File: src/rtl/intv_pkg.sv
// Package: shared widths and the control register type for the interval timer.
// Assumes a 16-bit data path and a 3-bit byte offset.
package intv_pkg;
    localparam int CNT_W  = 16;
    localparam int PRE_W  = 4;
    localparam int ADDR_W = 3;

    localparam logic [ADDR_W-1:0] OFS_CTRL = 3'h0;
    localparam logic [ADDR_W-1:0] OFS_MOD  = 3'h2;
    localparam logic [ADDR_W-1:0] OFS_CNT  = 3'h4;

    // Control fields, most significant first.
    typedef struct packed {
        logic [PRE_W-1:0] pre;
        logic             doze;
        logic             dbg;
        logic             ovw;
        logic             ie;
        logic             flag;
        logic             rld;
        logic             en;
    } ctrl_t;

    // Place the control fields at their bus bit positions.
    function automatic logic [CNT_W-1:0] ctrl_to_word(input ctrl_t c);
        logic [CNT_W-1:0] w;
        w = '0;
        w[0]    = c.en;
        w[1]    = c.rld;
        w[2]    = c.flag;
        w[3]    = c.ie;
        w[4]    = c.ovw;
        w[5]    = c.dbg;
        w[6]    = c.doze;
        w[11:8] = c.pre;
        return w;
    endfunction
endpackage

File: src/rtl/intv_prescaler.sv
// Prescaler: emits a one-cycle tick every 2*2^pre clocks while enabled.
// Assumes clr restarts the phase; a tick is never emitted on a clr cycle.
module intv_prescaler #(
    parameter int PRE_W = intv_pkg::PRE_W
) (
    input  logic             clk,
    input  logic             rst_n,
    input  logic             en,
    input  logic             clr,
    input  logic [PRE_W-1:0] pre,
    output logic             tick
);
    localparam int DIV_W = (1 << PRE_W) + 1;

    logic [DIV_W-1:0] div_q;
    logic [DIV_W-1:0] div_lim;

    // Terminal value of the divider for the selected exponent.
    always_comb div_lim = (DIV_W'(2) << pre) - DIV_W'(1);

    assign tick = en && !clr && (div_q == div_lim);

    // Divider phase counter.
    always_ff @(posedge clk) begin
        if (!rst_n || clr || !en || tick) div_q <= '0;
        else                              div_q <= div_q + DIV_W'(1);
    end

    // the shortest period is two clocks, so ticks never come back to back.
    a_r3_tick_gap: assert property (@(posedge clk) disable iff (!rst_n)
        tick |=> !tick);
endmodule

File: src/rtl/intv_downcounter.sv
// Down-counter: steps on tick, reloads or wraps at zero, accepts direct loads.
// Assumes load and tick are never both high (load restarts the prescaler).
module intv_downcounter #(
    parameter int CNT_W = intv_pkg::CNT_W
) (
    input  logic             clk,
    input  logic             rst_n,
    input  logic             tick,
    input  logic             rld,
    input  logic [CNT_W-1:0] mod_val,
    input  logic             load,
    input  logic [CNT_W-1:0] load_val,
    output logic [CNT_W-1:0] count,
    output logic             expire
);
    assign expire = tick && (count == '0);

    // Live count register.
    always_ff @(posedge clk) begin
        if (!rst_n)      count <= '1;
        else if (load)   count <= load_val;
        else if (expire) count <= rld ? mod_val : '1;
        else if (tick)   count <= count - CNT_W'(1);
    end

    // with neither a load nor a tick the count holds.
    a_r8_hold: assert property (@(posedge clk) disable iff (!rst_n)
        (!load && !tick) |=> $stable(count));
    // an ordinary step lowers the count by one.
    a_r3_step: assert property (@(posedge clk) disable iff (!rst_n)
        (tick && count != '0) |=> count == $past(count) - CNT_W'(1));
endmodule

File: src/rtl/intv_ctrl_regs.sv
// Control and modulus registers: field storage, flag set/clear, restart and
// load decisions. Assumes a single bus operation per cycle.
module intv_ctrl_regs
    import intv_pkg::*;
#(
    parameter int CNT_W = intv_pkg::CNT_W
) (
    input  logic             clk,
    input  logic             rst_n,
    input  logic             wr_ctrl,
    input  logic             wr_mod,
    input  logic [CNT_W-1:0] wdata,
    input  logic             expire,
    output ctrl_t            ctrl,
    output logic [CNT_W-1:0] mod_q,
    output logic             restart,
    output logic             load,
    output logic [CNT_W-1:0] load_val
);
    ctrl_t wr_f;

    // Decode the write data into control fields.
    always_comb begin
        wr_f      = '0;
        wr_f.en   = wdata[0];
        wr_f.rld  = wdata[1];
        wr_f.flag = wdata[2];
        wr_f.ie   = wdata[3];
        wr_f.ovw  = wdata[4];
        wr_f.dbg  = wdata[5];
        wr_f.doze = wdata[6];
        wr_f.pre  = wdata[11:8];
    end

    // A control write restarts counting unless only ie / flag-clear differ.
    always_comb begin
        restart = wr_ctrl && ({wr_f.pre, wr_f.doze, wr_f.dbg, wr_f.ovw, wr_f.rld, wr_f.en}
                           != {ctrl.pre, ctrl.doze, ctrl.dbg, ctrl.ovw, ctrl.rld, ctrl.en});
    end

    // Select when and what the counter loads.
    always_comb begin
        load     = (restart && wr_f.en) || (wr_mod && ctrl.ovw);
        load_val = wr_mod ? wdata : (wr_f.rld ? mod_q : '1);
    end

    // Control fields and flag: expiry wins over a clearing write.
    always_ff @(posedge clk) begin
        if (!rst_n) begin
            ctrl <= '0;
        end else begin
            if (wr_ctrl) begin
                ctrl.en   <= wr_f.en;
                ctrl.rld  <= wr_f.rld;
                ctrl.ie   <= wr_f.ie;
                ctrl.ovw  <= wr_f.ovw;
                ctrl.dbg  <= wr_f.dbg;
                ctrl.doze <= wr_f.doze;
                ctrl.pre  <= wr_f.pre;
            end
            if (expire)                     ctrl.flag <= 1'b1;
            else if (wr_ctrl && wr_f.flag)  ctrl.flag <= 1'b0;
        end
    end

    // Modulus storage.
    always_ff @(posedge clk) begin
        if (!rst_n)      mod_q <= '1;
        else if (wr_mod) mod_q <= wdata;
    end

    // a clearing write with no expiry leaves the flag low.
    a_r6_w1c: assert property (@(posedge clk) disable iff (!rst_n)
        (wr_ctrl && wdata[2] && !expire) |=> !ctrl.flag);
    // expiry always sets the flag.
    a_r4_flag_set: assert property (@(posedge clk) disable iff (!rst_n)
        expire |=> ctrl.flag);
endmodule

File: src/rtl/intv_timer.sv
// Top: prescaled periodic interval timer on a simple register bus.
// Assumes combinational reads and writes on the strobed clock edge.
module intv_timer
    import intv_pkg::*;
#(
    parameter int CNT_W  = intv_pkg::CNT_W,
    parameter int PRE_W  = intv_pkg::PRE_W,
    parameter int ADDR_W = intv_pkg::ADDR_W
) (
    input  logic              clk,
    input  logic              rst_n,
    input  logic              bus_sel,
    input  logic              bus_we,
    input  logic [ADDR_W-1:0] bus_addr,
    input  logic [CNT_W-1:0]  bus_wdata,
    output logic [CNT_W-1:0]  bus_rdata,
    output logic              irq
);
    ctrl_t            ctrl;
    logic [CNT_W-1:0] mod_q;
    logic [CNT_W-1:0] count;
    logic [CNT_W-1:0] load_val;
    logic             wr_ctrl, wr_mod, restart, load, tick, expire;

    assign wr_ctrl = bus_sel && bus_we && (bus_addr == OFS_CTRL);
    assign wr_mod  = bus_sel && bus_we && (bus_addr == OFS_MOD);

    intv_ctrl_regs #(.CNT_W(CNT_W)) u_regs (
        .clk(clk), .rst_n(rst_n), .wr_ctrl(wr_ctrl), .wr_mod(wr_mod),
        .wdata(bus_wdata), .expire(expire), .ctrl(ctrl), .mod_q(mod_q),
        .restart(restart), .load(load), .load_val(load_val)
    );

    intv_prescaler #(.PRE_W(PRE_W)) u_presc (
        .clk(clk), .rst_n(rst_n), .en(ctrl.en), .clr(restart || load),
        .pre(ctrl.pre), .tick(tick)
    );

    intv_downcounter #(.CNT_W(CNT_W)) u_cnt (
        .clk(clk), .rst_n(rst_n), .tick(tick), .rld(ctrl.rld),
        .mod_val(mod_q), .load(load), .load_val(load_val),
        .count(count), .expire(expire)
    );

    // Level interrupt from flag and enable.
    assign irq = ctrl.flag && ctrl.ie;

    // Read multiplexer; unmapped offsets return zero.
    always_comb begin
        bus_rdata = '0;
        if (bus_sel && !bus_we) begin
            case (bus_addr)
                OFS_CTRL: bus_rdata = ctrl_to_word(ctrl);
                OFS_MOD:  bus_rdata = mod_q;
                OFS_CNT:  bus_rdata = count;
                default:  bus_rdata = '0;
            endcase
        end
    end

    // an overwrite modulus write lands in the live count.
    a_r9_ovw_load: assert property (@(posedge clk) disable iff (!rst_n)
        (wr_mod && ctrl.ovw) |=> count == $past(bus_wdata));
    // with interrupts disabled irq stays low.
    a_r5_irq_gate: assert property (@(posedge clk) disable iff (!rst_n)
        !ctrl.ie |-> !irq);
endmodule

File: config.mk
export PLATFORM = sky130hd
export DESIGN_NAME = intv_timer
export DESIGN_NICKNAME = d
export VERILOG_FILES = /design/src/rtl/intv_pkg.sv /design/src/rtl/intv_prescaler.sv /design/src/rtl/intv_downcounter.sv /design/src/rtl/intv_ctrl_regs.sv /design/src/rtl/intv_timer.sv
export SDC_FILE = /design/constraint.sdc
export NUM_CORES = 1
export LEC_CHECK = 0
export BUFFER_PORTS_ARGS = -buffer_cell sky130_fd_sc_hd__buf_2
export CAP_MARGIN = 20
export CORE_MARGIN = 2
export CORE_UTILIZATION = 35
export CTS_CLUSTER_DIAMETER = 150
export CTS_CLUSTER_SIZE = 10
export DETAILED_ROUTE_END_ITERATION = 10
export GPL_ROUTABILITY_DRIVEN = 0
export MAX_ROUTING_LAYER = met4
export SETUP_SLACK_MARGIN = 0.05
export SLEW_MARGIN = 20
export SYNTH_ARGS = -nofsm -noshare
export SYNTH_HDL_FRONTEND = slang
export SYNTH_HIERARCHICAL = 1
export SYNTH_SLANG_ARGS = --single-unit
File: constraint.sdc
create_clock -name clk -period 8.6 [get_ports clk]
set_input_delay 2.58 -clock clk [delete_from_list [all_inputs] [get_ports clk]]
set_output_delay 2.58 -clock clk [all_outputs]
set_load 0.02 [all_outputs]
Yosys cells after proc, flatten, opt, wreduce, memory -nomap -nowiden
Index checks and enable logic that the tools add are counted.

storage, ports and cells
  register bits = 60
  output and inout bits = 17

cells by class
  add/subtract/negate cells = 3
  eq/ne operators = 4
  shift-type cells = 1
  mux-type cells = 10
  reductions and logical operators = 25

operators by type and width
  operator                                             count
  2-to-1 mux 16 bit                                    7
  case mux 16 bit (3 select lines)                     1
  adder 17 x 1 -> 17 bit, second input constant        1
  equality test 17 bit                                 1
  left shift 2 x 4 -> 17 bit, first input constant     1
  subtractor 17 x 2 -> 17 bit, second input constant   1
  zero test 16 bit                                     1
  subtractor 16 x 1 -> 16 bit, second input constant   1
  logical AND 1 bit                                    12
  inequality test 9 bit                                1
  logical OR 1 bit                                     5
  zero test 1 bit                                      4
  equality test 3 x 2 -> 1 bit, second input constant  1
  equality test 3 bit, second input constant           1
  zero test 3 bit                                      1
  nonzero test 3 bit                                   1
  2-to-1 mux 1 bit                                     2
  nonzero test 2 bit                                   1

Depth between registers and ports, before layout
  word-level depth = 12
  depth in mapped cells = 19
  mapped depth without buffers = 15

Cells and area by module
The synthesis kept the hierarchy.

by module, submodules not included
  module            times used  cells an instance  area each (µm²)  sequential area each (µm²)
  intv_ctrl_regs    1           151                1295.0           540.5
  intv_prescaler    1           148                1290.0           340.3
  intv_downcounter  1           151                1218.7           320.3
  intv_timer        1           70                 506.7            0.0

Worst setup path before layout
OpenSTA, ideal clock, no wires.

  path type = input -> output
  from = input port bus_addr[0]
  to = output port bus_rdata[0]
  data arrival time = 3.623 ns
  data required time = 6.020 ns
  slack = 2.397 ns
  stages = 3
  cell sequence = or3b_1 buf_6 a211oi_1

between the ends
  word-level cells in the longest chain between the ends = 3
  elaborated cells on any way between the ends = 5
  those cells by class = eq/ne: 2; mux: 2; reduce/logical: 1

RTL lines
  what                                         RTL line          source
  start: declaration                           intv_timer.sv:14  input logic [ADDR_W-1:0] bus_addr,
  equality test 3 bit (tied with other cells)  intv_timer.sv:52  case (bus_addr)
  case mux 16 bit (3 select lines) (*)         intv_timer.sv:52
  2-to-1 mux 16 bit (*)                        intv_timer.sv:51  if (bus_sel && !bus_we) begin
  end: declaration                             intv_timer.sv:16  output logic [CNT_W-1:0] bus_rdata,

Mark *: on every way between the ends. The rest lies on a longest branch, timed or not.

Final worst setup path
  from = input port bus_wdata[1]
  to = register u_cnt.count[2]

between the ends
  word-level cells in the longest chain between the ends = 11
  elaborated cells on any way between the ends = 14
  those cells by class = eq/ne: 1; mux: 4; reduce/logical: 9

RTL lines
  what                                 RTL line                source
  start: declaration                   intv_timer.sv:15        input logic [CNT_W-1:0] bus_wdata,
  inequality test 9 bit (*)            intv_ctrl_regs.sv:38    != {ctrl.pre, ctrl.doze, ctrl.dbg, ctrl.ovw, ctrl.rld, ctrl.en});
  logical AND 1 bit (*)                intv_ctrl_regs.sv:37    restart = wr_ctrl && ({wr_f.pre, wr_f.doze, wr_f.dbg, wr_f.ovw, wr_f.rld, wr_f.en}
  logical AND 1 bit (*)                intv_ctrl_regs.sv:43    load = (restart && wr_f.en) || (wr_mod && ctrl.ovw);
  logical OR 1 bit (*)                 intv_ctrl_regs.sv:43
  net load                             intv_timer.sv:23        logic wr_ctrl, wr_mod, restart, load, tick, expire;
  logical OR 1 bit (*)                 intv_timer.sv:35        .clk(clk), .rst_n(rst_n), .en(ctrl.en), .clr(restart || load),
  zero test 1 bit (*)                  intv_prescaler.sv:21    assign tick = en && !clr && (div_q == div_lim);
  logical AND 1 bit (*) (2 in series)  intv_prescaler.sv:21
  net tick                             intv_timer.sv:23
  logical AND 1 bit                    intv_downcounter.sv:16  assign expire = tick && (count == '0);
  2-to-1 mux 16 bit                    intv_downcounter.sv:22  else if (expire) count <= rld ? mod_val : '1;
  2-to-1 mux 16 bit                    intv_downcounter.sv:21  else if (load) count <= load_val;
  end signal: assignment               intv_downcounter.sv:21
  end signal: assignment               intv_downcounter.sv:22
  end signal: assignment               intv_downcounter.sv:23  else if (tick) count <= count - CNT_W'(1);
  end: declaration                     intv_downcounter.sv:13  output logic [CNT_W-1:0] count,

Mark *: on every way through the listed nets, which the timed path passes. The rest lies on a longest branch.
A chain may end at the register's enable or synchronous reset.

==> results.md <==
- Syn-to-layout area delta: 10.2%
- Num CTS Buffers: 9
- CTS tree: done
- Multi-input logic area: 0.00279 mm²
- Final setup margin: 1.90 ns
- Half-perimeter wire length after detailed placement: 7760 µm
- Grt met1 use: 0.250
- Final-stage net count: 560
- Setup TNS Final: 0 ns
- # diodes: 0
- Crit path DAT: 6.96 ns
- Power density cells: 143 mW/mm²
- Critical-path cell list: buf_2, xor2_1, nor3_1, nand4_1, a32o_2, or2_2, nor4bb_1, o311ai_0, a21oi_1, o2111ai_2, nor4_4, nor2b_1, o21ai_0, a21oi_1, o21ai_0, nand3_1
- Seq/Total Area, Yosys: 0.279
- Initial Util: 0.359
- Clock power frac: 0.497
- Worst Setup End Kind: flip-flop
- Io pins: 40
- Slew @ Worst Pin: 0.945 ns
- Post-cts resize count: 0
- Congestion Overflow GR: 0
- Row count: 40
- Post-synth EDFFs: 0
- Outcome: complete, no violations
- Total setup buffers inserted after CTS: 0
- Netlist Area Pre-Place: 0.00431 mm²
- Main synth FF type: dfxtp_1
- Largest net degree at the start of global routing: 46
- Total track usage: 0.179
- Leak: 0.00170 µW
- WL/cell: 16.5 µm
- Vias: 3864
- Setup WS pre-CTS: 1.63 ns
- Ys async rst share: 0
- Drt drc: 0
- Drt first-iter violations: 231
- Internal: 516 µW
- WP data required: 8.87 ns
- GRT met2 Usage: 0.265
- Post-route ant nets: 0
- Share of layout cells above drive strength 1: 0.184
- Commonest non-fill, non-tap cell in the layout: dfxtp_1
- Clock sink total: 60
- Die Span Y: 115 µm
- Mapped Nets: 546
- # hold bufs at CTS: 0
- Clock slew at reported path FFs: 0.05 ns
- Relative slew slack: 0.369
- Max Clk Rate: 149 MHz
- Area of the core: 0.0120 mm²
- Clock Tree Root: clkbuf_16
- CP max stage delay: 0.83 ns
- First-pass GRT wire length: 18300 µm
- Setup CP Type: in2reg
- H-tree depth: 3
- Setup Skew: 0.00828 ns
- Worst Setup Start Kind: input pin
- Die width: 115 µm
- Worst hold path type: reg2reg
- Die Area: 0.0132 mm²
- Clock buffer depth: 2
- Switching share of power: 0.241
- Synthesized area per cell: 8.29 µm²
- Max Transition Viols Final: 0
- NetSw: 164 µW
- Final Hold Fails: 0
- #FFs+latches synth: 60
- Synth cell types: 70
- Top Usage Layer GRT: met2
- Top delay family on crit path: simple AND/OR/NAND/NOR gates
- Cell count after synthesis: 520
- Max rail drop VDD: 0.0877 mV
- RSZ-0062 raised after global routing: no
- Combinational share of power: 0.083
- Vias in the first global route: 3534
- Clock Latency Late Sink: 0.34 ns
- Buffers & Inverters on Critical Path: 1
- Fill cell count: 1239
- Initial antenna violation count: 0
- Max Cap Viol: 0
- CP Max Fanout: 36
- Met3 GRT Util: 0.0358
- Total Wirelength: 11300 µm
- Port buffer count: 39
- Storage element area: 0.00120 mm²
- Slowest CP cell: nor2b_1
- Yosys warnings: 6
- Vias per Instance: 5.65
- Minimum clock period: 6.70 ns
- Fin crit share: 0.779
- Reg power frac: 0.420
- Final setup viols: 0
- DR pass1 iterations: 8
- Most frequent cells in the layout: dfxtp_1, buf_2, a21oi_1
-- through the flow --
stage | instance area [µm²] | util | hold WS, ns | power, µW | std cells
global placement | 4480 | 0.373 | 0.490 | 346 | 670
CTS | 4750 | 0.396 | 0.503 | 684 | 684
finish | 4750 | 0.396 | 0.501 | 680 | 684
global route | 4750 | 0.396 | 0.527 | 704 | 684
floorplan | 4310 | - | 0.437 | 330 | 520
detailed placement | 4480 | 0.373 | 0.491 | 347 | 670
-- registers in the layout, indices dropped and copies added (netlist names) --
name,flops
u_regs/ctrl,11
u_regs/mod_q,16
u_presc/div_q,17
u_cnt/count,16
-- metal layers --
layer	routed length (µm)	up-vias
li1	-	1885
met1	5740	1882
met2	4950	86
met3	447	11
met4	121	0
met5	0	-
-- cells in the mapped netlist (2+ instances only) --
library cell	instances	area share
ha_1	3	0.0087
buf_2	10	0.012
mux2i_1	22	0.051
nor2b_1	28	0.041
a21oi_1	35	0.041
nand3b_1	2	0.0035
inv_1	22	0.019
a211oi_2	5	0.015
nor3b_1	12	0.021
or3_1	3	0.0044
buf_8	2	0.0070
nor4_2	2	0.0058
and2b_1	2	0.0035
o21a_1	2	0.0035
a22oi_1	5	0.0087
and3_1	2	0.0029
xnor2_1	25	0.051
nand3_1	19	0.022
nand4_1	7	0.010
nand2b_1	21	0.030
dfxtp_1	60	0.28
nor2_1	30	0.026
buf_4	2	0.0035
clkbuf_1	17	0.015
a31oi_1	4	0.0058
nand2_1	30	0.026
o211ai_1	10	0.017
o311ai_0	5	0.010
o21ai_0	18	0.021
nor4_1	3	0.0044
nor3_1	16	0.019
nand4b_1	4	0.0081
buf_6	8	0.021
and4_1	2	0.0041
o21ai_2	2	0.0041
nor3_2	12	0.028
xor2_1	18	0.037
a211oi_1	17	0.030
nor4b_1	2	0.0041
-- kinds of logic after synthesis --
| group | after synthesis | share of synthesized area |
|---|---|---|
| adders and majority gates | 3 | 0.00871 |
| xor gates and xnor gates | 43 | 0.0874 |
| buffers and inverters | 62 | 0.0778 |
| and+or+nand+nor | 209 | 0.297 |
| DFF | 60 | 0.279 |
| muxes | 22 | 0.0511 |
| AOI/OAI and AO/OA | 121 | 0.199 |
-- cell type report --
cell class	instances	area share
well taps	147	0.0387
clock buffers	12	0.0561
multi-input cells	398	0.586
flip-flops and latches	60	0.253
inverters	23	0.0182
repair buffers	42	0.0458
clock inverters	2	0.00211
-- worst reg2reg max path, cell delays in order (launching register included) --
cell       delay, ns
dfxtp_1         0.87
xor2_1          0.25
nor4_2          0.27
nand4_1         0.14
a32o_2          0.52
or2_2           0.40
nor4bb_1        0.26
o311ai_0        0.16
a21oi_1         0.18
o2111ai_2       0.17
nor4_4          0.44
nor2b_1         0.83
o21ai_0         0.22
a21oi_1         0.15
o21ai_0         0.09
nand3_1         0.09
-- power by group through the flow --
stage / clock, µW / sequential, µW / combinational (µW)
CTS: 343 / 285 / 55.8
detailed placement: 0 / 291 / 55.5
floorplan: 0 / 289 / 41.3
finish: 338 / 286 / 56.1
global route: 357 / 286 / 61.3
global placement: 0 / 291 / 54.6
-- path summary, 6_finish.rpt --
kind	start	end	cells past startpoint	slack, ns
max	bus_wdata[1]	u_cnt/count[2]	16	1.90
min reg2reg	u_presc/div_q[0]	u_presc/div_q[0]	1	0.50
min	u_presc/div_q[0]	u_presc/div_q[0]	1	0.50
max reg2reg	u_regs/ctrl[10]	u_cnt/count[2]	15	3.50
Power figures use the tool's default switching activity.
